[src/rtl/memmap_wait_decoder.sv]
module memmap_wait_decoder #(
  parameter int ADDR_W      = 20,
  parameter int DEV_AW      = 12,
  parameter int ROM_DEVS    = 8,
  parameter int WAIT_CYCLES = 1
) (
  input  logic                clk,
  input  logic                rst,
  input  logic [ADDR_W-1:0]   addr,
  input  logic                io_sel,
  input  logic                rd_n,
  input  logic                wr_n,
  output logic [ROM_DEVS-1:0] rom_cs_n,
  output logic                ram_cs_n,
  output logic                ready
);
  localparam int SEL_W = $clog2(ROM_DEVS);
  localparam int TAG_W = ADDR_W - DEV_AW - SEL_W;
  localparam int CNT_W = $clog2(WAIT_CYCLES + 2);
  localparam logic [CNT_W-1:0] WAIT_LIM = CNT_W'(WAIT_CYCLES);

  logic             strobe_on;
  logic             top_hit;
  logic             rom_en;
  logic [SEL_W-1:0] rom_idx;
  logic [CNT_W-1:0] waited;

  assign strobe_on = ~rd_n | ~wr_n;
  assign top_hit   = &addr[ADDR_W-1 -: TAG_W];
  assign rom_en    = top_hit & ~io_sel & ~rd_n;
  assign rom_idx   = addr[DEV_AW +: SEL_W];
  assign ram_cs_n  = ~(~io_sel & ~addr[ADDR_W-1] & strobe_on);

  for (genvar g = 0; g < ROM_DEVS; g++) begin : g_rom_sel
    assign rom_cs_n[g] = ~(rom_en & (rom_idx == SEL_W'(g)));
  end

  always_ff @(posedge clk) begin
    if (rst || !strobe_on)
      waited <= '0;
    else if (rom_en && waited < WAIT_LIM)
      waited <= waited + 1'b1;
  end

  assign ready = rst | ~(rom_en & (waited < WAIT_LIM));


  one_sel_chk: assert property (@(posedge clk) disable iff (rst)
    $onehot0(~{rom_cs_n, ram_cs_n}));


  io_quiet_chk: assert property (@(posedge clk) disable iff (rst)
    io_sel |-> (&rom_cs_n && ram_cs_n));


  ram_ready_chk: assert property (@(posedge clk) disable iff (rst)
    !ram_cs_n |-> ready);


  idle_quiet_chk: assert property (@(posedge clk) disable iff (rst)
    (rd_n && wr_n) |-> (&rom_cs_n && ram_cs_n && ready));


  if (WAIT_CYCLES > 0) begin : g_wait_chk

    first_wait_chk: assert property (@(posedge clk) disable iff (rst)
      ($past(rd_n) && $past(wr_n) && !(&rom_cs_n)) |-> !ready);
  end
endmodule

[config.mk]
export PLATFORM = sky130hd
export DESIGN_NAME = memmap_wait_decoder
export DESIGN_NICKNAME = d
export VERILOG_FILES = /design/src/rtl/memmap_wait_decoder.sv
export SDC_FILE = /design/constraint.sdc
export NUM_CORES = 1
export LEC_CHECK = 0
export BUFFER_PORTS_ARGS = -buffer_cell sky130_fd_sc_hd__buf_2
export CAP_MARGIN = 10
export CORE_AREA = 10 10 47 49
export DETAILED_ROUTE_END_ITERATION = 8
export DIE_AREA = 0 0 57 59
export PLACE_DENSITY = 0.53
export SLEW_MARGIN = 15
export SYNTH_ARGS = -nofsm -noshare
export SYNTH_HDL_FRONTEND = slang
export SYNTH_SLANG_ARGS = --single-unit
[constraint.sdc]
create_clock -name clk -period 1.29 [get_ports clk]
set_input_delay 0.258 -clock clk [delete_from_list [all_inputs] [get_ports clk]]
set_output_delay 0.258 -clock clk [all_outputs]
set_load 0.02 [all_outputs]
==> results.cfg, run 1 <==
[run_status]
status = complete, but fails checks
violations = setup timing

[detailed_routing]
drc = 0
dr.first_iter.drc_count = 3
via_per_inst = 4.55
wire_per_inst_um = 13.0
vias = 373
firstDrtPassIters = 4
wl_um = 1070
drtAntennaViolNets = 0

[timing]
fin_ws_ns = -0.324
fin_crit_ns = 1.61
tightest_slew_ns = 0.229
finalSetupViolations = 5
hold_viol = 0
clock.fmax_mhz = 620
maxSlewHeadroom_pct = 84.7
rsz0062_at_grt = true
timing.final.crit_share_pct = 125
drv_slew = 0
clock_skew_ns = 0.00447

[floorplanning]
coreArea_mm2 = 0.00140
start_util_pct = 17.2
row_count = 14
die_x_um = 57
dieArea_mm2 = 0.00336
chipHeight_um = 59
io_pins = 35

[final_layout]
top_register = waited
design_area_um2 = 607
fin_util_pct = 43.3
area_delta_synth_final_pct = 151
reg_top3 = waited x2
num_antenna_cells = 0
nets = 94
largest_reg_flops = 2
final_layout_size_suffix_gt1_share_pct = 77.3

[synth]
async_flop_share_pct = 0
synthTopCellsByArea = dfxtp_1 17%, nor3b_4 16%, nand2_1 9.3%, nand4_1 7.8%, ha_1 5.2%
synth_edf_count = 0
synth_top_area_share_pct = 16.6
syn_nets = 57
ys_types = 18
yosys.area.top_type = dfxtp_1
syn_area_um2 = 241
syn-instance-count = 31
ys_seq_area_share_pct = 16.6
muxShareOfSynthArea_pct = 0
synth_top_family_by_area = simple AND/OR/NAND/NOR gates
synth_simple_gate_area_share_pct = 59.6
synth_adder_area_share_pct = 5.18
synth_xor_area_share_pct = 0
yosysWarnings = 0
synthFlopType = dfxtp_1
syn_area_per_cell_um2 = 7.79
synth_compound_area_share_pct = 15.5
ys_ff_latch = 2

[grt]
grt_remaining_overflow = 0
antenna_found_initial = 0
grt_use_total_pct = 6.05
grt_max_degree = 6
grt_pass1_vias = 409
grt_first_pass_wirelength_um = 1680

[flow_run]
max_cap_viol_count = 0

[worst_setup_path]
path_cells = inv_2 -> ha_4 -> nand4bb_1 -> or3_4 -> buf_6
cp-start-kind = flip-flop
critical_path_buf_inv_count = 2
crit_family = simple AND/OR/NAND/NOR gates
crit_path_end_kind = output port
crit_fanout = 2
crit_path_max_incr_delay_ns = 0.35
worst-setup-path-type = flip-flop to output port
reg2reg_depth = 6
worst_ep_required_time_ns = 1.03
arrival_ns = 1.36
path_depth = 5
worst_path_max_delay_cell = or3_4

[worst_hold_path]
hold_class = input pin to flip-flop
hold_depth = 3

[place]
place_area_um2 = 414
finalWeightedCongestion = 0.690
dpl.hpwl_um = 750
port_buffers = 22

[pwr]
ir_drop_v = 0.000376
power_mw = 0.279
power_density_mw_per_mm2 = 460
leakage_nw = 0.255

[clocking]
cts_root_buf = clkbuf_4
cts_tree = yes
cts_inserted_buffers = 3
clockBufferDepth = 2
cts_sinks = 2
worstSkewPairLatency_ns = 0.22
clkSlewWorstSetupHoldPaths_ns = 0.03
h-tree-depth = 1
hold_buffers = 0
-- per-stage QoR --
step	hold WS (ns)	std cells	TNS (ns)	setup slack, ns
CTS	0.335	83	-1.10	-0.361
finish	0.347	82	-0.598	-0.324
detailed placement	0.478	74	-0.759	-0.154
floorplan	0.420	31	0	0.0119
global placement	0.471	74	-0.664	-0.161
global route	0.342	82	-1.19	-0.401
-- cell usage after synthesis (2+ instances only) --
master and number:
o21ai_0 2, a21oi_1 2, nand2_1 6, nand4_1 3, nor2b_1 2, dfxtp_1 2, nor3b_4 2, inv_1 2
-- power by group --
part	internal [mW]	switching, mW
clock network	0.102	0.0296
registers	0.0625	0.000105
logic	0.0504	0.0340
-- placed cells by master (no fill, tap or decap), types with 2 or more instances in the layout --
cell type | netlist | routed
nand2_1 | 6 | 3
nor2b_1 | 2 | 2
nand3_2 | 1 | 2
nor3b_4 | 2 | 2
dfxtp_2 | 0 | 2
nand2_2 | 0 | 3
a21oi_1 | 2 | 2
nand4_1 | 3 | 3
inv_2 | 0 | 2
buf_4 | 0 | 10
buf_2 | 0 | 7
buf_6 | 0 | 14
clkbuf_4 | 0 | 3
-- per-layer routing --
| layer | vias to the layer above | share of wire (%) | track usage, % |
|---|---|---|---|
| met1 | 166 | 37 | 5.82 |
| li1 | 187 | - | - |
| met4 | 0 | 0 | 3.02 |
| met2 | 20 | 48 | 9.77 |
| met5 | - | 0 | 0 |
| met3 | 0 | 14 | 4.08 |
-- final cells by class --
cell class | count | area [µm²]
clock buffer | 3 | 22.5
fill | 154 | 795
inverter | 2 | 7.51
multi-input combinational | 27 | 231
sequential | 2 | 42.5
tap | 16 | 20.0
timing repair buffer | 32 | 283
-- worst register-to-register path, stage by stage, from the launching register on --
cell and delay (ns):
dfxtp_2 0.31, inv_2 0.06, ha_4 0.13, nand4bb_1 0.14, buf_4 0.17, o21ai_2 0.12
a21oi_1 0.07
-- logic make-up (layout without fill, tap and decap cells) --
family,after synthesis,in the layout
AO/OA/AOI/OAI,6,6
adder cells (fa/ha/maj),1,1
buffers and inverters,2,37
flip-flops,2,2
AND/OR/NAND/NOR,20,20
-- path summary, 6_finish.rpt --
kind / start / endpoint / slack (ns)
setup / recovery: waited[1] / ready / -0.32
hold / removal: rst / waited[1] / 0.35
setup reg to reg: waited[1] / waited[0] / 0.17
hold reg to reg: waited[1] / waited[1] / 0.49
-- what timing repair did --
item | CTS | global route
buffers inserted | 6 | 3
endpoints found under the setup margin | 9 | 11
pin swaps | 5 | 10
resized for setup | 16 | 24
Power figures use the tool's default switching activity.
==> inputs of run 2 (changes only) <==
PLACE_DENSITY = not set   (was 0.53)
PLACE_DENSITY_LB_ADDON = 0.1   (was not set)
==> run 2 against run 1 <==
The run still ends with setup timing left; design area down 5.6%; non-clock buffer count is 4 lower; critical path depth is the same; via count fell by 4.8%; register-to-register slack about the same; total power decreased by 0.94%; critical path type unchanged; critical endpoint unchanged; highest routed layer unchanged.
==> results.cfg, run 2 (synthesized netlist as in run 1, its figures left out) <==
[pwr]
p_sw_mw = 0.0656
pwr-share-clk_pct = 49.2
power.share.combinational_pct = 28.2
leakage_nw = 0.233
swShare_pct = 23.8
power_mw = 0.276
p_seq_share_pct = 22.7
internal-power_mw = 0.211
power_density_mw_per_mm2 = 482
ir_drop_v = 0.000429

[final_layout]
reg_top3 = waited x2
nets = 90
num_antenna_cells = 0
area_delta_synth_final_pct = 137
mostFrequentLayoutCells = 13 x buf_6, 8 x buf_2, 6 x buf_4
fill_cells = 155
top_register = waited
largest_reg_flops = 2
final_cells = 78
final_layout_size_suffix_gt1_share_pct = 72.6
design_area_um2 = 573
final_common_cell = buf_6

[clocking]
clkSlewWorstSetupHoldPaths_ns = 0.03
clockBufferDepth = 2
cts_sinks = 2
cts_tree = yes
cts_root_buf = clkbuf_4
worstSkewPairLatency_ns = 0.22
cts_inserted_buffers = 3
h-tree-depth = 1
hold_buffers = 0

[floorplanning]
die_x_um = 57
io_pins = 35
row_count = 14
coreArea_mm2 = 0.00140
start_util_pct = 17.2
dieArea_mm2 = 0.00336
chipHeight_um = 59

[detailed_routing]
drtAntennaViolNets = 0
via_per_inst = 4.55
vias = 355
wl_um = 971
dr.first_iter.drc_count = 3
drc = 0
wire_per_inst_um = 12.4
firstDrtPassIters = 2

[grt]
antenna_found_initial = 0
grt_pass1_vias = 389
grt_max_degree = 6
grt_first_pass_wirelength_um = 1610
grt_remaining_overflow = 0
grt_use_total_pct = 5.81

[worst_setup_path]
arrival_ns = 1.33
crit_path_end_kind = output port
crit_fanout = 2
r2r_slack_ns = 0.18
crit_end = ready
critPathLaunch = waited[0]
timing.rr.end = waited[0]
cp-start-kind = flip-flop
reg2reg_depth = 6
worst_ep_required_time_ns = 1.03
worst-setup-path-type = flip-flop to output port
r2r_start = waited[0]

[place]
dpl.hpwl_um = 795
pre_cts_slack_ns = -0.146
place_area_um2 = 414
finalWeightedCongestion = 0.745
dpl.cell_count = 74
port_buffers = 22

[timing]
hold_viol = 0
drv_slew = 0
timing.final.crit_share_pct = 123
clock.fmax_mhz = 632
clock_skew_ns = 0.00163
holdWs_ns = 0.317
fin_crit_ns = 1.58
rsz0062_at_grt = true
tightest_slew_ns = 0.249
finalSetupViolations = 7
fin_ws_ns = -0.293
maxSlewHeadroom_pct = 83.4

[run_status]
violations = setup timing
status = complete, but fails checks

[flow_run]
max_cap_viol_count = 0

[worst_hold_path]
hold_class = input pin to flip-flop
[run 2: power groups by stage]
| stage | Sequential, mW | Clock, mW | Combinational, mW |
|---|---|---|---|
| final | 0.0626 | 0.136 | 0.0778 |
| after global routing | 0.0624 | 0.155 | 0.0845 |
| after CTS | 0.0625 | 0.148 | 0.0769 |
| after detailed placement | 0.0633 | 0 | 0.0603 |
| after global placement | 0.0633 | 0 | 0.0602 |
| after floorplan | 0.0633 | 0 | 0.0207 |
[run 2: stage by stage]
stage	utilization [%]	TNS, ns
after floorplan	-	0
after CTS	39.1	-0.797
after global routing	40.9	-1.24
after global placement	29.6	-0.857
after detailed placement	29.6	-0.823
final	40.9	-0.601
[run 2: worst min-delay path by stage]
stage	start	to	slack, ns	cells past startpoint
2_1_floorplan	rst	waited[0]	0.42	2
3_3_place_gp	waited[0]	waited[0]	0.46	2
3_5_place_dp	waited[1]	waited[1]	0.47	2
4_1_cts	rst	waited[1]	0.32	3
5_1_grt	rst	waited[0]	0.34	3
6_report	rst	waited[1]	0.32	3
[run 2: cell type report]
cell class              instances  area, µm²  share of cell area, %
repair buffers                 28        246                   43.0
multi-input cells              27        235                   41.0
clock buffers                   3       22.5                   3.93
well taps                      16       20.0                   3.49
flip-flops and latches          2       41.3                   7.21
inverters                       2       7.51                   1.31
[run 2: repair_timing]
action | CTS | global route
endpoints found under the setup margin | 9 | 10
buffers inserted | 1 | 0
gates resized for setup | 29 | 8
pin swaps | 9 | 4
[run 2: critical path, stage by stage (launching register included)]
cell and delay (ns):
dfxtp_1 0.31, inv_2 0.07, ha_4 0.12, nand4bb_1 0.12, or3_4 0.35, buf_6 0.14
[run 2: routing by layer]
layer,GRT usage [%],share of wire [%],up-vias,routed length [µm]
li1,-,-,181,-
met1,4.67,31,163,303
met2,11.3,60,11,580
met3,2.15,9.0,0,87
met4,4.03,0,0,0
met5,0,0,-,0
